`src/rtl/i2c_ps_pkg.sv`:
```
package i2c_ps_pkg;
  localparam int unsigned ADDR_W = 8;

  typedef enum logic [2:0] {PH_IDLE, PH_DEV, PH_MEM, PH_WR, PH_RD, PH_SKIP} phase_e;
  typedef enum logic [1:0] {CM_OPEN, CM_WAIT, CM_DRAIN} commit_e;

  function automatic logic nv_loc(input logic [ADDR_W-1:0] a, input logic [7:0] row0_mask,
                                  input logic [ADDR_W-1:0] lo, input logic [ADDR_W-1:0] hi);
    return ((a[ADDR_W-1:3] == '0) && row0_mask[a[2:0]]) || ((a >= lo) && (a <= hi));
  endfunction
endpackage

```
`src/rtl/i2c_ps_sync.sv`:
```
module i2c_ps_sync #(
  parameter int unsigned STAGES = 2
) (
  input  logic clk_i,
  input  logic rst_ni,
  input  logic scl_i,
  input  logic sda_i,
  output logic scl_o,
  output logic sda_o,
  output logic scl_rise_o,
  output logic scl_fall_o,
  output logic start_o,
  output logic stop_o
);
  localparam int unsigned NLINES = 2;

  logic [NLINES-1:0] raw, synced;
  logic              scl_q, sda_q;

  assign raw = {scl_i, sda_i};

  for (genvar g = 0; g < NLINES; g++) begin : g_line
    logic [STAGES-1:0] chain_q;
    always_ff @(posedge clk_i or negedge rst_ni) begin
      if (!rst_ni) chain_q <= '1;
      else         chain_q <= {chain_q[STAGES-2:0], raw[g]};
    end
    assign synced[g] = chain_q[STAGES-1];
  end

  always_ff @(posedge clk_i or negedge rst_ni) begin
    if (!rst_ni) begin
      scl_q <= 1'b1;
      sda_q <= 1'b1;
    end else begin
      scl_q <= synced[1];
      sda_q <= synced[0];
    end
  end

  assign scl_o      = synced[1];
  assign sda_o      = synced[0];
  assign scl_rise_o = synced[1] & ~scl_q;
  assign scl_fall_o = ~synced[1] & scl_q;
  // SDA edge while SCL stays high
  assign start_o    = synced[1] & scl_q & sda_q & ~synced[0];
  assign stop_o     = synced[1] & scl_q & ~sda_q & synced[0];
endmodule

```
`src/rtl/i2c_ps_engine.sv`:
```
module i2c_ps_engine
  import i2c_ps_pkg::*;
#(
  parameter logic [4:0]  DEV_PREFIX = 5'b01010,
  parameter int unsigned PAGE_AW    = 3
) (
  input  logic              clk_i,
  input  logic              rst_ni,
  input  logic              sda_i,
  input  logic              scl_rise_i,
  input  logic              scl_fall_i,
  input  logic              start_i,
  input  logic              stop_i,
  input  logic [1:0]        strap_i,
  input  logic              busy_i,
  input  logic [ADDR_W-1:0] rdata_i,
  output logic              sda_oe_o,
  output logic              we_o,
  output logic [ADDR_W-1:0] waddr_o,
  output logic [ADDR_W-1:0] wdata_o,
  output logic [ADDR_W-1:0] raddr_o
);
  phase_e            phase_q;
  logic [3:0]        cnt_q;
  logic [7:0]        shreg_q;
  logic [6:0]        tx_q;
  logic [ADDR_W-1:0] addr_q;
  logic              rw_q, mack_q;

  assign raddr_o = addr_q;

  always_ff @(posedge clk_i or negedge rst_ni) begin
    if (!rst_ni) begin
      phase_q  <= PH_IDLE;
      cnt_q    <= '0;
      shreg_q  <= '0;
      tx_q     <= '0;
      addr_q   <= '0;
      rw_q     <= 1'b0;
      mack_q   <= 1'b0;
      sda_oe_o <= 1'b0;
      we_o     <= 1'b0;
      waddr_o  <= '0;
      wdata_o  <= '0;
    end else begin
      we_o <= 1'b0;
      if (start_i) begin
        phase_q  <= PH_DEV;
        cnt_q    <= '0;
        sda_oe_o <= 1'b0;
      end else if (stop_i) begin
        phase_q  <= PH_IDLE;
        cnt_q    <= '0;
        sda_oe_o <= 1'b0;
      end else if (phase_q == PH_IDLE || phase_q == PH_SKIP) begin
        cnt_q <= '0;
      end else if (scl_rise_i) begin
        if (cnt_q < 4'd8) shreg_q <= {shreg_q[6:0], sda_i};
        else              mack_q  <= ~sda_i;
        cnt_q <= cnt_q + 4'd1;
      end else if (scl_fall_i) begin
        if (cnt_q == 4'd8) begin
          // byte complete: drive or release the 9th bit
          unique case (phase_q)
            PH_DEV: begin
              if (shreg_q[7:1] == {DEV_PREFIX, strap_i} && !busy_i) begin
                sda_oe_o <= 1'b1;
                rw_q     <= shreg_q[0];
              end else begin
                phase_q <= PH_SKIP;
              end
            end
            PH_MEM: begin
              sda_oe_o <= 1'b1;
              addr_q   <= shreg_q;
            end
            PH_WR: begin
              sda_oe_o <= 1'b1;
              we_o     <= 1'b1;
              waddr_o  <= addr_q;
              wdata_o  <= shreg_q;
              addr_q   <= {addr_q[ADDR_W-1:PAGE_AW], addr_q[PAGE_AW-1:0] + 1'b1};
            end
            PH_RD:   sda_oe_o <= 1'b0;
            default: ;
          endcase
        end else if (cnt_q == 4'd9) begin
          cnt_q    <= '0;
          sda_oe_o <= 1'b0;
          unique case (phase_q)
            PH_DEV: begin
              if (rw_q) begin
                phase_q  <= PH_RD;
                tx_q     <= rdata_i[6:0];
                sda_oe_o <= ~rdata_i[7];
                addr_q   <= addr_q + 1'b1;
              end else begin
                phase_q <= PH_MEM;
              end
            end
            PH_MEM: phase_q <= PH_WR;
            PH_RD: begin
              if (mack_q) begin
                tx_q     <= rdata_i[6:0];
                sda_oe_o <= ~rdata_i[7];
                addr_q   <= addr_q + 1'b1;
              end else begin
                phase_q <= PH_SKIP;
              end
            end
            default: ;
          endcase
        end else if (phase_q == PH_RD && cnt_q != 4'd0) begin
          sda_oe_o <= ~tx_q[6];
          tx_q     <= {tx_q[5:0], 1'b0};
        end
      end
    end
  end
endmodule

```
`src/rtl/i2c_ps_page.sv`:
```
module i2c_ps_page
  import i2c_ps_pkg::*;
#(
  parameter int unsigned       PAGE_BYTES    = 8,
  parameter int unsigned       COMMIT_CYCLES = 2_500_000,
  parameter logic [7:0]        NV_ROW0_MASK  = 8'h09,
  parameter logic [ADDR_W-1:0] NV_LO         = 8'h80,
  parameter logic [ADDR_W-1:0] NV_HI         = 8'hC7
) (
  input  logic              clk_i,
  input  logic              rst_ni,
  input  logic              we_i,
  input  logic [ADDR_W-1:0] waddr_i,
  input  logic [ADDR_W-1:0] wdata_i,
  input  logic              shadow_only_i,
  input  logic              start_i,
  input  logic              stop_i,
  output logic              busy_o,
  output logic              nv_we_o,
  output logic [ADDR_W-1:0] nv_addr_o,
  output logic [ADDR_W-1:0] nv_wdata_o
);
  localparam int unsigned PAGE_AW = $clog2(PAGE_BYTES);
  localparam int unsigned TW      = (COMMIT_CYCLES > 1) ? $clog2(COMMIT_CYCLES) : 1;

  commit_e                        st_q;
  logic [PAGE_BYTES-1:0][7:0]     buf_q;
  logic [PAGE_BYTES-1:0]          vld_q;
  logic [ADDR_W-PAGE_AW-1:0]      base_q;
  logic [PAGE_AW-1:0]             slot_q;
  logic [TW-1:0]                  tmr_q;
  logic                           take;

  assign take = we_i && nv_loc(waddr_i, NV_ROW0_MASK, NV_LO, NV_HI)
                && !(shadow_only_i && waddr_i == '0);

  always_ff @(posedge clk_i) begin
    if (st_q == CM_OPEN && take) buf_q[waddr_i[PAGE_AW-1:0]] <= wdata_i;
  end

  always_ff @(posedge clk_i or negedge rst_ni) begin
    if (!rst_ni) begin
      st_q   <= CM_OPEN;
      vld_q  <= '0;
      base_q <= '0;
      slot_q <= '0;
      tmr_q  <= '0;
    end else begin
      unique case (st_q)
        CM_OPEN: begin
          if (start_i) begin
            vld_q <= '0;  // repeated START drops the page
          end else if (stop_i && |vld_q) begin
            st_q  <= CM_WAIT;
            tmr_q <= TW'(COMMIT_CYCLES - 1);
          end else if (take) begin
            vld_q[waddr_i[PAGE_AW-1:0]] <= 1'b1;
            base_q <= waddr_i[ADDR_W-1:PAGE_AW];
          end
        end
        CM_WAIT: begin
          if (tmr_q == '0) begin
            st_q   <= CM_DRAIN;
            slot_q <= '0;
          end else begin
            tmr_q <= tmr_q - 1'b1;
          end
        end
        CM_DRAIN: begin
          if (slot_q == PAGE_AW'(PAGE_BYTES - 1)) begin
            st_q  <= CM_OPEN;
            vld_q <= '0;
          end else begin
            slot_q <= slot_q + 1'b1;
          end
        end
        default: st_q <= CM_OPEN;
      endcase
    end
  end

  assign busy_o     = (st_q != CM_OPEN);
  assign nv_we_o    = (st_q == CM_DRAIN) && vld_q[slot_q];
  assign nv_addr_o  = {base_q, slot_q};
  assign nv_wdata_o = buf_q[slot_q];
endmodule

```
`src/rtl/i2c_page_slave.sv`:
```
module i2c_page_slave
  import i2c_ps_pkg::*;
#(
  parameter int unsigned       SYNC_STAGES   = 2,
  parameter logic [4:0]        DEV_PREFIX    = 5'b01010,
  parameter int unsigned       PAGE_BYTES    = 8,
  parameter int unsigned       COMMIT_CYCLES = 2_500_000,
  parameter logic [7:0]        NV_ROW0_MASK  = 8'h09,
  parameter logic [ADDR_W-1:0] NV_LO         = 8'h80,
  parameter logic [ADDR_W-1:0] NV_HI         = 8'hC7
) (
  input  logic              clk_i,
  input  logic              rst_ni,
  input  logic              scl_i,
  input  logic              sda_i,
  output logic              sda_oe_o,
  input  logic [1:0]        strap_i,
  input  logic              shadow_only_i,
  output logic              reg_we_o,
  output logic [ADDR_W-1:0] reg_addr_o,
  output logic [ADDR_W-1:0] reg_wdata_o,
  output logic [ADDR_W-1:0] reg_raddr_o,
  input  logic [ADDR_W-1:0] reg_rdata_i,
  output logic              busy_o,
  output logic              nv_we_o,
  output logic [ADDR_W-1:0] nv_addr_o,
  output logic [ADDR_W-1:0] nv_wdata_o
);
  localparam int unsigned PAGE_AW = $clog2(PAGE_BYTES);

  logic scl_s, sda_s, scl_rise, scl_fall, start_evt, stop_evt;

  i2c_ps_sync #(.STAGES(SYNC_STAGES)) u_sync (
    .clk_i, .rst_ni, .scl_i, .sda_i,
    .scl_o(scl_s), .sda_o(sda_s),
    .scl_rise_o(scl_rise), .scl_fall_o(scl_fall),
    .start_o(start_evt), .stop_o(stop_evt)
  );

  logic scl_unused;
  assign scl_unused = scl_s;

  i2c_ps_engine #(.DEV_PREFIX(DEV_PREFIX), .PAGE_AW(PAGE_AW)) u_engine (
    .clk_i, .rst_ni,
    .sda_i(sda_s), .scl_rise_i(scl_rise), .scl_fall_i(scl_fall),
    .start_i(start_evt), .stop_i(stop_evt),
    .strap_i, .busy_i(busy_o), .rdata_i(reg_rdata_i),
    .sda_oe_o, .we_o(reg_we_o), .waddr_o(reg_addr_o), .wdata_o(reg_wdata_o),
    .raddr_o(reg_raddr_o)
  );

  i2c_ps_page #(
    .PAGE_BYTES(PAGE_BYTES), .COMMIT_CYCLES(COMMIT_CYCLES),
    .NV_ROW0_MASK(NV_ROW0_MASK), .NV_LO(NV_LO), .NV_HI(NV_HI)
  ) u_page (
    .clk_i, .rst_ni,
    .we_i(reg_we_o), .waddr_i(reg_addr_o), .wdata_i(reg_wdata_o),
    .shadow_only_i, .start_i(start_evt), .stop_i(stop_evt),
    .busy_o, .nv_we_o, .nv_addr_o, .nv_wdata_o
  );
endmodule

```
`config.mk`:
```
export PLATFORM = sky130hd
export DESIGN_NAME = i2c_page_slave
export DESIGN_NICKNAME = d
export VERILOG_FILES = /design/src/rtl/i2c_ps_pkg.sv /design/src/rtl/i2c_ps_sync.sv /design/src/rtl/i2c_ps_engine.sv /design/src/rtl/i2c_ps_page.sv /design/src/rtl/i2c_page_slave.sv
export SDC_FILE = /design/constraint.sdc
export NUM_CORES = 1
export LEC_CHECK = 0
export BUFFER_PORTS_ARGS = -buffer_cell sky130_fd_sc_hd__buf_4
export CAP_MARGIN = 20
export CELL_PAD_IN_SITES_DETAIL_PLACEMENT = 1
export CELL_PAD_IN_SITES_GLOBAL_PLACEMENT = 1
export CORE_MARGIN = 2
export CORE_UTILIZATION = 53
export CTS_CLUSTER_DIAMETER = 150
export DETAILED_ROUTE_END_ITERATION = 6
export PLACE_DENSITY_LB_ADDON = 0.1
export SLEW_MARGIN = 20
export SYNTH_ARGS = -nofsm -noshare
export SYNTH_HDL_FRONTEND = slang
export SYNTH_SLANG_ARGS = --single-unit
```
`constraint.sdc`:
```
create_clock -name clk_i -period 8.5 [get_ports clk_i]
set_clock_uncertainty 0.15 [all_clocks]
set_input_delay 0.425 -clock clk_i [delete_from_list [all_inputs] [get_ports clk_i]]
set_output_delay 0.425 -clock clk_i [all_outputs]
set_load 0.005 [all_outputs]
```
==> results.md <==
* Outcome: finished clean
* Clk_lat worst skew at 0.43 ns
* DRT Pass-1 Iters at 5
* Global route total overflow at 0
* CTS Sinks at 160
* Hold_buf cts at 3
* Count of pins over their slew limit at 0
* NetSw at 542 µW
* Final Net Count at 685
* Hold Path Class: in2reg
* Final WL at 18.8 mm
* Pre-CTS WS at 5.00 ns
* H-tree levels at 4
* Yosys top cell area share at 0.303
* Worst EP arrival at 3.44 ns
* Pint at 1.44 mW
* Seq/Total Area, Yosys at 0.583
* Clock transition at path regs at 0.06 ns
* Die area at 15000 µm²
* Sequential share of power at 0.481
* Routed wire per std cell at 22.1 µm
* Synth Net Count at 628
* Synth area leaders: dfrtp_1 30%, edfxtp_1 26%, mux2_2 5.6%
* Asr flop ratio synth at 0.600
* Layout cell share with drive strength beyond 1 at 0.243
* CP Class: reg2reg
* Post-route insts no fill at 852
* Detail Placement HPWL at 12.7 mm
* Area grow syn2layout at 16.1%
* Final Hold Viols at 0
* Final setup viols at 0
* Buffers added on ports at 58
* Worst EP required at 8.39 ns
* # IOs at 59
* Logic pwr share at 0.128
* Antenna Nets Post-Route at 0
* All-Layer GR Usage at 0.270
* Initial antenna violation count at 0
* Placed cell count at 816
* Initial Util at 0.539
* CP max-delay cell: nor3_1
* Synthesis Warnings at 0
* Maximum Capacitance Violations at 0
* Synth Flop Type: dfrtp_1
* Cell area after synthesis at 7430 µm²
* Pwr dens at 229 nW/µm²
* Antenna Cells at 0
* Mapped Avg Cell Area at 12.3 µm²
* Die Height at 122 µm
* Vias per cell at 6.16
* Initial drt markers at 368
* Measured slew at the worst slew-check pin at 1.09 ns
* FF+latch count, synth at 160
* First-pass GRT wire length at 30.4 mm
* Core area at 13800 µm²
* CTS Buffer Depth at 2
* Fmax at 282 MHz
* Num CTS Buffers at 17
* Max stage delay on crit path at 0.86 ns
* Final period utilization at 0.417
* CP Max Fanout at 9
* Pin count of the biggest net entering global routing at 78
* CTS tree: built
* DR vias at 5248
* Residual DRC at 0
* Area leader, netlist: dfrtp_1
* RSZ-0062 raised after global routing: no
* Setup TNS Final at 0 ns
* CP endpoint kind: flip-flop
* Die W at 122 µm
* Switching part of the total at 0.274
* CTS root buf: clkbuf_16
* Rel. slew slack at 0.270
* Clk pwr share at 0.391
* Num rows at 43
* Crit path cell chain: inv_1 -> ha_1 -> a2111oi_0 -> o21a_1 -> o211a_1 -> nand2_1 -> nor3_1
* Worst setup SP type: flip-flop
* Gpl congestion at 0.801
* Distinct cell type count after synthesis at 64
* Post-CTS sizing at 0
* Number of global-route vias before repair at 5562
* Static leakage at 3.57 nW
* Fillers at 1419
* Final WS setup at 4.95 ns
* Worst VDD drop at 0.000143 V
* Tmin final at 3.55 ns
* Postcts setup bufs at 0
* Mapped Cells at 602
* Post-synth EDFFs at 64
* Hold Slack at 0.116 ns
state kept, by name, summed over array words and instances, names as in the netlist, 7 cells and up:
register,flops
u_page.vld_q,8
u_engine.waddr_o,8
u_page.tmr_q,22
u_engine.tx_q,7
u_page.buf_q,64
u_engine.raddr_o,8
u_engine.shreg_q,8
u_engine.wdata_o,8
cell type report:
| type | instances | area, µm² | area share |
|---|---|---|---|
| Clock buffer | 19 | 433 | 0.0502 |
| Multi-Input combinational cell | 400 | 2920 | 0.339 |
| Clock inverter | 13 | 161 | 0.0187 |
| Tap cell | 180 | 225 | 0.0261 |
| Sequential cell | 160 | 4330 | 0.502 |
| Inverter | 14 | 52.6 | 0.00609 |
| Timing Repair Buffer | 66 | 500 | 0.0580 |
cells in the mapped netlist (2+ instances only):
library cell and n:
mux2i_1 9, a31oi_1 10, or4_1 3, nand2b_1 5
nor2_1 52, xor2_1 19, buf_2 9, o31ai_1 3
o22a_1 2, inv_1 14, nand4b_1 5, nand3b_1 3
ha_1 11, and4b_1 2, or3_1 4, xnor2_1 4
mux4_2 18, o21a_1 2, mux2_2 37, nand4_1 10
nand3_1 20, o21ai_1 3, o21ai_0 31, and3_1 6
a22o_1 2, dfstp_2 6, a21oi_1 18, and2_1 5
nand2_1 48, edfxtp_1 64, nor2b_1 6, o211ai_1 3
nor3_1 18, a2111oi_0 2, clkbuf_1 16, and3b_1 2
a211oi_1 3, nor4_1 6, nor3b_1 4, a22o_2 2
dfrtp_1 90, o22ai_1 3
worst max-delay path, delay by kind of cell, from the launching register on:
family / cells / cell delay (ns)
simple gates: 2 / 1.01
buf+inv: 1 / 0.20
flops: 1 / 0.56
fa+ha+maj: 1 / 0.24
compound gates: 3 / 1.00
metrics by stage:
step	cell area, µm²	power, mW	utilization
global route	8620	2.06	0.626
global placement	7990	1.19	0.580
finish	8620	1.98	0.626
detailed placement	7990	1.21	0.580
CTS	8610	1.99	0.625
floorplan	7430	1.12	-
worst paths after layout:
kind,cells past startpoint,startpoint,to,slack [ns]
max reg2reg,7,u_engine.waddr_o[0],u_page.buf_q[50],4.95
min in group asynchronous,2,rst_ni,u_page.slot_q[2],0.28
min reg2reg,0,u_sync.g_line[0].chain_q[0],u_sync.g_line[0].chain_q[1],0.21
min,3,reg_rdata_i[0],u_engine.tx_q[0],0.12
max in group asynchronous,3,rst_ni,u_page.base_q[3],6.65
max,7,u_engine.waddr_o[0],u_page.buf_q[50],4.95
placed cells by master, fill, tap and decap left out, drive strengths merged, types with 5 or more instances in the layout:
cell / instances
a31oi: 10
a21oi: 18
xor2: 19
clkbuf: 20
nand4b: 5
and2: 6
mux2: 37
inv: 18
buf: 62
nand2b: 5
ha: 11
edfxtp: 64
nor3b: 5
mux4: 18
or3: 5
dfrtp: 90
and3: 7
mux2i: 9
nor3: 18
nand2: 49
o21ai: 34
nand3: 20
nor4: 7
dfstp: 6
nor2: 52
nand4: 10
nor2b: 6
logic make-up after synthesis:
logic type      count (synthesis)  synth area share
mux                            64             0.123
simple gates                  208             0.145
xor+xnor                       23            0.0271
compound gates                 94            0.0787
flops                         160             0.583
buf+inv                        42            0.0248
fa+ha+maj                      11            0.0185
power by group through the flow:
stage	registers, mW	logic, mW	clock network (mW)
floorplan	0.934	0.187	0
global placement	0.959	0.231	0
detailed placement	0.964	0.244	0
CTS	0.952	0.253	0.783
global route	0.963	0.282	0.814
finish	0.951	0.252	0.774
routing by layer:
metal  vias up  GRT usage  routed length [µm]
li1       2346          -                   -
met1      2730      0.353                8120
met2       140      0.452                9530
met3        32     0.0562                 814
met4         0     0.0920                 359
met5         -          0                   0
Note: power is estimated with default switching activity, not from simulation.
